## src/rtl/ami_pkg.sv

```systemverilog
package ami_pkg;
  // Kind of symbol started in a bit period
  typedef enum logic [1:0] {
    SYM_SPACE = 2'd0,
    SYM_MARK  = 2'd1,
    SYM_VIOL  = 2'd2,
    SYM_BAL   = 2'd3
  } sym_kind_t;

  // Two-wire line symbol
  typedef struct packed {
    logic pos;
    logic neg;
  } line_sym_t;
endpackage

```

## src/rtl/ami_period_timer.sv

```systemverilog
module ami_period_timer #(
  parameter int HALF_LEN = 2
) (
  input  logic clk,
  input  logic rst_n,
  input  logic start,
  output logic active,
  output logic at_mid,
  output logic at_end
);
  localparam int PERIOD = 2 * HALF_LEN;
  localparam int CW     = (PERIOD > 1) ? $clog2(PERIOD) : 1;
  localparam logic [CW-1:0] MID_V  = CW'(HALF_LEN - 1);
  localparam logic [CW-1:0] LAST_V = CW'(PERIOD - 1);

  logic [CW-1:0] cnt_q, cnt_d;
  logic          act_q, act_d;

  assign active = act_q;
  assign at_mid = act_q && (cnt_q == MID_V);
  assign at_end = act_q && (cnt_q == LAST_V);

  always_comb begin
    cnt_d = cnt_q;
    act_d = act_q;
    if (start) begin
      cnt_d = '0;
      act_d = 1'b1;
    end else if (at_end) begin
      cnt_d = '0;
      act_d = 1'b0;
    end else if (act_q) begin
      cnt_d = cnt_q + 1'b1;
    end
  end

  always_ff @(posedge clk or negedge rst_n) begin
    if (!rst_n) begin
      cnt_q <= '0;
      act_q <= 1'b0;
    end else begin
      cnt_q <= cnt_d;
      act_q <= act_d;
    end
  end

  // a running period may not be cut short before its last cycle
  assert_period_runs_R4: assert property (@(posedge clk) disable iff (!rst_n)
    (act_q && !at_end) |=> act_q);
endmodule

```

## src/rtl/ami_encoder.sv

```systemverilog
module ami_encoder
  import ami_pkg::*;
#(
  parameter int HALF_LEN = 2
) (
  input  logic clk,
  input  logic rst_n,
  input  logic bit_stb,
  input  logic tx_bit,
  input  logic force_cv,
  input  logic bal_en,
  output logic line_pos,
  output logic line_neg,
  output logic half_phase
);
  logic active, at_mid, at_end;
  logic accept, bal_start, start;

  // polarity of the last pulse sent: 1 = positive
  logic last_pos_q, last_pos_d;
  logic bal_pend_q, bal_pend_d;
  line_sym_t sym_q, sym_d;
  logic half_q, half_d;
  sym_kind_t kind;
  logic pulse_pos;

  assign accept    = bit_stb && !active;
  assign bal_start = at_end && bal_pend_q;
  assign start     = accept || bal_start;

  ami_period_timer #(.HALF_LEN(HALF_LEN)) i_timer (
    .clk    (clk),
    .rst_n  (rst_n),
    .start  (start),
    .active (active),
    .at_mid (at_mid),
    .at_end (at_end)
  );

  // Pick the symbol of a period that starts this cycle
  always_comb begin
    if (bal_start)        kind = SYM_BAL;
    else if (force_cv)    kind = SYM_VIOL;
    else if (tx_bit)      kind = SYM_MARK;
    else                  kind = SYM_SPACE;
  end

  always_comb begin
    last_pos_d = last_pos_q;
    pulse_pos  = !last_pos_q;
    if (start) begin
      unique case (kind)
        SYM_VIOL:  pulse_pos = last_pos_q;
        SYM_MARK,
        SYM_BAL:   last_pos_d = !last_pos_q;
        default:   pulse_pos = !last_pos_q;
      endcase
    end
  end

  always_comb begin
    bal_pend_d = bal_pend_q;
    if (accept)         bal_pend_d = force_cv && bal_en;
    else if (bal_start) bal_pend_d = 1'b0;
  end

  always_comb begin
    sym_d  = sym_q;
    half_d = half_q;
    if (start) begin
      sym_d.pos = (kind != SYM_SPACE) && pulse_pos;
      sym_d.neg = (kind != SYM_SPACE) && !pulse_pos;
      half_d    = 1'b0;
    end else if (at_mid) begin
      sym_d  = '0;
      half_d = 1'b1;
    end else if (at_end) begin
      sym_d  = '0;
      half_d = 1'b0;
    end
  end

  always_ff @(posedge clk or negedge rst_n) begin
    if (!rst_n) begin
      last_pos_q <= 1'b0;
      bal_pend_q <= 1'b0;
      sym_q      <= '0;
      half_q     <= 1'b0;
    end else begin
      last_pos_q <= last_pos_d;
      bal_pend_q <= bal_pend_d;
      sym_q      <= sym_d;
      half_q     <= half_d;
    end
  end

  assign line_pos   = sym_q.pos;
  assign line_neg   = sym_q.neg;
  assign half_phase = half_q;

  assert_wires_exclusive_R12: assert property (@(posedge clk) disable iff (!rst_n)
    !(line_pos && line_neg));

  assert_rest_half_R4: assert property (@(posedge clk) disable iff (!rst_n)
    half_phase |-> (!line_pos && !line_neg));

  assert_cv_same_pol_R5: assert property (@(posedge clk) disable iff (!rst_n)
    (accept && force_cv) |=> (line_pos == $past(last_pos_q)) && (line_neg == !$past(last_pos_q)));

  assert_bal_opposite_R6: assert property (@(posedge clk) disable iff (!rst_n)
    bal_start |=> (line_pos == !$past(last_pos_q)) && (line_neg == $past(last_pos_q)));

  assert_busy_strobe_R8: assert property (@(posedge clk) disable iff (!rst_n)
    (bit_stb && active && !at_end) |=> $stable(last_pos_q));
endmodule

```

## src/rtl/ami_decoder.sv

```systemverilog
module ami_decoder (
  input  logic clk,
  input  logic rst_n,
  input  logic rx_sample,
  input  logic rx_pos,
  input  logic rx_neg,
  output logic rx_valid,
  output logic rx_bit,
  output logic rx_cv
);
  logic mark, pos_only;
  logic last_pos_q, last_pos_d;
  logic valid_q, valid_d;
  logic bit_q, bit_d;
  logic cv_q, cv_d;

  // both wires high is treated as no pulse
  assign mark     = rx_pos ^ rx_neg;
  assign pos_only = rx_pos && !rx_neg;

  always_comb begin
    last_pos_d = last_pos_q;
    valid_d    = rx_sample;
    bit_d      = bit_q;
    cv_d       = cv_q;
    if (rx_sample) begin
      bit_d = mark;
      cv_d  = mark && (pos_only == last_pos_q);
      if (mark) last_pos_d = pos_only;
    end
  end

  always_ff @(posedge clk or negedge rst_n) begin
    if (!rst_n) begin
      last_pos_q <= 1'b0;
      valid_q    <= 1'b0;
      bit_q      <= 1'b0;
      cv_q       <= 1'b0;
    end else begin
      last_pos_q <= last_pos_d;
      valid_q    <= valid_d;
      bit_q      <= bit_d;
      cv_q       <= cv_d;
    end
  end

  assign rx_valid = valid_q;
  assign rx_bit   = bit_q;
  assign rx_cv    = cv_q;

  assert_valid_follows_R9: assert property (@(posedge clk) disable iff (!rst_n)
    rx_valid |-> $past(rx_sample));

  assert_both_high_R11: assert property (@(posedge clk) disable iff (!rst_n)
    (rx_sample && rx_pos && rx_neg) |=> (!rx_bit && !rx_cv && $stable(last_pos_q)));

  assert_cv_needs_mark_R10: assert property (@(posedge clk) disable iff (!rst_n)
    rx_cv |-> rx_bit);
endmodule

```

## src/rtl/ami_line_codec.sv

```systemverilog
module ami_line_codec #(
  parameter int HALF_LEN = 2
) (
  input  logic clk,
  input  logic rst_n,
  input  logic bit_stb,
  input  logic tx_bit,
  input  logic force_cv,
  input  logic bal_en,
  output logic line_pos,
  output logic line_neg,
  output logic half_phase,
  input  logic rx_sample,
  input  logic rx_pos,
  input  logic rx_neg,
  output logic rx_valid,
  output logic rx_bit,
  output logic rx_cv
);
  logic [1:0] rst_sync_q;
  logic       rst_n_int;

  always_ff @(posedge clk or negedge rst_n) begin
    if (!rst_n) rst_sync_q <= 2'b00;
    else        rst_sync_q <= {rst_sync_q[0], 1'b1};
  end
  assign rst_n_int = rst_sync_q[1];

  ami_encoder #(.HALF_LEN(HALF_LEN)) i_enc (
    .clk        (clk),
    .rst_n      (rst_n_int),
    .bit_stb    (bit_stb),
    .tx_bit     (tx_bit),
    .force_cv   (force_cv),
    .bal_en     (bal_en),
    .line_pos   (line_pos),
    .line_neg   (line_neg),
    .half_phase (half_phase)
  );

  ami_decoder i_dec (
    .clk       (clk),
    .rst_n     (rst_n_int),
    .rx_sample (rx_sample),
    .rx_pos    (rx_pos),
    .rx_neg    (rx_neg),
    .rx_valid  (rx_valid),
    .rx_bit    (rx_bit),
    .rx_cv     (rx_cv)
  );

  assert_reset_idle_R1: assert property (@(posedge clk) disable iff (!rst_n_int)
    $rose(rst_n_int) |-> (!line_pos && !line_neg && !half_phase && !rx_valid));
endmodule

```

## config.mk

```make
export PLATFORM = sky130hd
export DESIGN_NAME = ami_line_codec
export DESIGN_NICKNAME = d
export VERILOG_FILES = /design/src/rtl/ami_pkg.sv /design/src/rtl/ami_period_timer.sv /design/src/rtl/ami_encoder.sv /design/src/rtl/ami_decoder.sv /design/src/rtl/ami_line_codec.sv
export SDC_FILE = /design/constraint.sdc
export NUM_CORES = 1
export LEC_CHECK = 0
export BUFFER_PORTS_ARGS = -buffer_cell sky130_fd_sc_hd__buf_2
export CAP_MARGIN = 20
export CORE_MARGIN = 3
export CORE_UTILIZATION = 30
export CTS_CLUSTER_DIAMETER = 100
export DETAILED_ROUTE_END_ITERATION = 12
export HOLD_SLACK_MARGIN = 0.05
export SKIP_LAST_GASP = 1
export SLEW_MARGIN = 20
export SYNTH_ARGS = -nofsm -noshare
export SYNTH_HDL_FRONTEND = slang
export SYNTH_SLANG_ARGS = --single-unit
```

## constraint.sdc

```tcl
create_clock -name clk -period 0.8 [get_ports clk]
set_input_delay 0.12 -clock clk [delete_from_list [all_inputs] [get_ports clk]]
set_output_delay 0.12 -clock clk [all_outputs]
set_load 0.1 [all_outputs]
```

==> Word-level counts from Yosys, hierarchy flattened <==
Cells that the tools add are included.
{ "word_totals": {"reg_bits": 14} }
{ "op_classes": {"n_bitwise": 1, "eq_ne": 6, "n_addsub": 1, "reduce_logical": 22, "muxes": 17} }
{ "ops": {"columns": ["operator", "count"], "rows": [
  ["2-bit two-way mux", 8],
  ["1-bit logical AND", 9],
  ["1-bit two-way mux", 9],
  ["2-bit equality test (second input constant)", 3],
  ["2-bit nonzero test", 3],
  ["3-bit nonzero test", 2],
  ["2-bit by 1-bit equality test with 1-bit output (second input constant)", 2],
  ["1-bit zero test", 4],
  ["2-bit AND reduction", 2],
  ["2-bit by 1-bit adder with 2-bit output (second input constant)", 1],
  ["2-bit OR reduction", 1],
  ["1-bit equality test", 1],
  ["1-bit logical OR", 1],
  ["1-bit bitwise XOR", 1]
]} }

==> Depth between registers and ports, before layout <==
{ "logic_depth": {"depth_word": 10, "ltp_mapped": 4, "ltp_nobuf": 4} }

==> Hierarchy <==
From an unflattened synthesis, not the netlist that was laid out.
{ "hier_totals": {"hier_cells": 56, "hier_area_um2": 664.4} }
{ "by_module_without_submodules": {"columns": ["module", "area_per_inst_um2", "instances", "cells_each", "seq_area_each_um2"], "rows": [
  ["ami_encoder", 281.5, 1, 26, 125.1],
  ["ami_decoder", 165.2, 1, 13, 100.1],
  ["ami_period_timer", 163.9, 1, 14, 75.1],
  ["ami_line_codec", 53.8, 1, 3, 50.0]
]} }

==> Worst setup path after synthesis <==
Ideal clock, no wire load.
{ "synth_path": {"path_kind": "flip-flop to flip-flop", "from": "reg i_enc.half_phase (netlist name)", "to": "reg i_enc.half_q (netlist: i_enc.half_phase)", "t_arrival_ps": 1250, "stages_incl_launch_ff": 3, "required_ps": 678, "path_buffers": 0, "setup_slack_ps": -572, "setup_ps": 122, "period_less_slack_ps": 1372, "path_cell_list": "dfrtp_1 a22o_1 a22o_2"} }
{ "synth_lines": {"columns": ["item", "line_no", "text"], "rows": [
  ["end signal: assignment", "ami_encoder.sv:93", "half_q <= half_d;"],
  ["end: declaration", "ami_encoder.sv:23", "logic half_q, half_d;"]
]} }

==> Final worst setup path <==
{ "layout_path": {"from": "reg i_enc.half_q (netlist: i_enc.half_phase)", "to": "out half_phase"} }
{ "layout_lines": {"columns": ["item", "line_no", "text"], "rows": [
  ["end: declaration", "ami_line_codec.sv:12", "output logic half_phase,"]
]} }
No word-level cell between the ends.

==> run summary <==
Library cells used by synthesis: 21
Htree depth: 1
CTS tree: yes
Cell count after synthesis: 57
Max-Cap Viols: 0
Clock buffer depth: 2
Total track usage: 11.6%
CP Data Arrival Time: 1050 ps
Predominant post-synthesis flop cell: dfrtp_1
Busiest grt layer: met2
IO Pins: 15
Hold Violations, Final: 0
GR Layer Usage met1: 14.7%
Syn Nets: 69
Clk root buf: clkbuf_4
Required time worst endpoint: 680 ps
CTS buffer count: 3
Commonest cells in the netlist: 14 x dfrtp_1, 6 x inv_1, 5 x o21ai_0
DRC: 0
Initial Util: 32.4%
Nets: 102
Max stage delay cell, worst path: dfrtp_4
DR WL/cell: 11.7 µm
Area Overhead vs Synth: 72.8%
Yosys reg bits: 14
Part of the power in the clock network: 11.8%
Tcrit/Tclk final: 146%
Largest area contributor in the netlist: dfrtp_1
Ys Warns: 0
M3 GR Usage: 2.56%
Num rows: 16
Leak: 0.508 nW
Netlist Area Pre-Place: 648 µm²
Worst hold path class: in -> reg
Top-count cell post-synth: dfrtp_1
XOR/XNOR share of the synthesized area: 4.05%
Slowest stage delay, CP: 490 ps
Reg2Reg Capture Point: i_enc.half_phase
Multiplexer area fraction after synthesis: 1.74%
Adder-cell share of the synthesized area: 5.79%
Die ar.: 2750 µm²
Footprint of the multi-input gates: 357 µm²
Vias: 525
Fillers: 175
RR Startpoint: i_enc.i_timer.cnt_q[1]
RSZ-0062 raised after global routing: true
TritonRoute pass-1 iters: 2
Dpl hpwl: 952 µm
DR vias/cell: 4.53
Yosys top cell area share: 54.1%
Synth Area in Compound Gates: 17.8%
Largest net degree at the start of global routing: 13
Reg clk slew, reported paths: 90 ps
Top cell family by delay on the critical path: flip-flops
Initial antenna violation count: 0
CTS sink count: 14
N_diodes: 0
Hold path depth: 2
Failing checks: setup timing
R2r setup slk: -370 ps
Fraction of layout cells with a size suffix above 1: 69.7%
Logic pwr share: 59.0%
Max Fanout on Critical Path: 2
Post-route antenna net violation count: 0
Place WS: -420 ps
Status: finished, violations left
Max-slew violations: 0
Gr ovfl total: 0
# setup viols final: 16
Cell Chain, Critical Path: buf_6, buf_12
Top cells by area, synth: dfrtp_1 54%, ha_1 5.8%, xor2_1 4.1%
HP Start: rx_sample
Post-synthesis simple-gate area fraction: 10.8%
Fmax: 855 MHz
Ys async rst share: 100%
Worst-skew pair later-pin latency: 280 ps
Critical Path Source Type: flip-flop
Worst R2R Path Depth: 4
Post-synth EDFFs: 0
Die width: 52.5 µm
NetSw: 0.00176 W
Placed cells: 107
Pint: 0.00254 W
Reg area: 369 µm²
Minimum clock period: 1170 ps
Final Non-Filler Cells: 116
Die Y: 52.5 µm
Vias in the first global route: 551
Worst setup EP type: output pin
Met2 Track Usage GR: 18.8%
Power per cell area: 3840 nW/µm²
Setup ws final: -370 ps
Largest family of logic cells by synthesized area: compound AO/OA/AOI/OAI gates
Crit path kind: reg -> out
Wire length of the first global-routing pass: 2350 µm
Worst VDD drop: 0.00208 V
Port bufs: 14
Hold endpoint: i_dec.rx_bit
Mean area per synthesized cell: 11.4 µm²
Sw Ratio: 41.0%
Post-synthesis sequential area ratio: 54.1%
Drt initial violations: 2
GPL Wtd Cong: 0.798
Core ar.: 2000 µm²
Clk_skew: 5.34 ps
Power share of the sequential group: 29.1%
Routed wire length: 1360 µm
CP bufs+invs: 2
-- routing by layer --
metal / share of wire [%] / vias up
li1: - / 257
met4: 1.5 / 0
met5: 0 / -
met3: 4.9 / 2
met1: 41 / 252
met2: 52 / 14
-- power by group through the flow --
stage               clock [W]  sequential, W  combinational, W
CTS                  0.000537        0.00123           0.00240
global route         0.000573        0.00129           0.00273
floorplan                   0        0.00171          0.000883
global placement            0        0.00119           0.00218
finish               0.000509        0.00125           0.00254
detailed placement          0        0.00121           0.00221
-- worst max-delay path by stage --
stage,startpoint,end,cells after the start
2_1_floorplan,i_enc.half_phase,i_enc.half_phase,2
3_3_place_gp,i_enc.i_timer.cnt_q[0],i_enc.half_phase,4
3_5_place_dp,i_enc.i_timer.cnt_q[0],i_enc.half_phase,4
6_report,i_enc.half_phase,half_phase,2
4_1_cts,i_enc.half_phase,half_phase,2
5_1_grt,i_enc.i_timer.cnt_q[1],i_enc.half_phase,4
-- cells in the final DEF (no fill, tap or decap), types with 2 or more instances in the layout --
| master | n |
|---|---|
| dlygate4sd3_1 | 2 |
| ha_4 | 2 |
| buf_6 | 3 |
| clkbuf_4 | 3 |
| buf_2 | 8 |
| o21ai_0 | 2 |
| dfrtp_2 | 6 |
| dfrtp_4 | 3 |
| buf_4 | 10 |
| inv_2 | 4 |
| nand2_1 | 2 |
| buf_12 | 6 |
| o21a_1 | 2 |
| o21ai_2 | 3 |
| xor2_1 | 3 |
| a22o_2 | 2 |
| a22o_1 | 2 |
| dfrtp_1 | 5 |
| nand2b_4 | 3 |
-- stage by stage --
stage	instance area, µm²	hold slack, ps	utilization [%]	total power (W)	setup TNS [ps]
after floorplan	716	-176	-	0.00259	-1910
after global placement	973	-94.6	48.6	0.00337	-2820
after detailed placement	973	-94.2	48.6	0.00341	-3100
after CTS	1090	64.4	54.4	0.00417	-3880
after global routing	1120	65.3	55.9	0.00460	-4460
final	1120	76.7	55.9	0.00430	-3770
-- final cells by class --
cell class / instances / area share, %
well taps: 27 / 3.02
repair buffers: 29 / 25.8
multi-input cells: 36 / 31.8
clock buffers: 4 / 3.24
inverters: 6 / 3.13
flip-flops and latches: 14 / 33.0
-- registers in the layout, summed over array words and instances, names as in the netlist --
register and flops:
i_dec.last_pos_q 1, i_enc.i_timer.cnt_q 2, i_enc.line_neg 1, rst_sync_q 2, i_enc.line_pos 1, i_dec.rx_cv 1
i_dec.rx_valid 1, i_enc.half_phase 1, i_enc.i_timer.active 1, i_dec.rx_bit 1, i_enc.bal_pend_q 1, i_enc.last_pos_q 1
-- cells by family after synthesis --
family,Yosys count
compound gates,17
xor+xnor,3
fa+ha+maj,3
buf+inv,7
flops,14
mux,1
other cells,1
simple gates,11
-- what timing repair did --
item,4_1_cts,5_1_grt
endpoints found under the setup margin,14,16
hold endpoints to repair,3,0
hold buffers,2,0
pin swaps,2,1
resized for setup,9,10
setup buffers,3,0
Power figures use the tool's default switching activity.
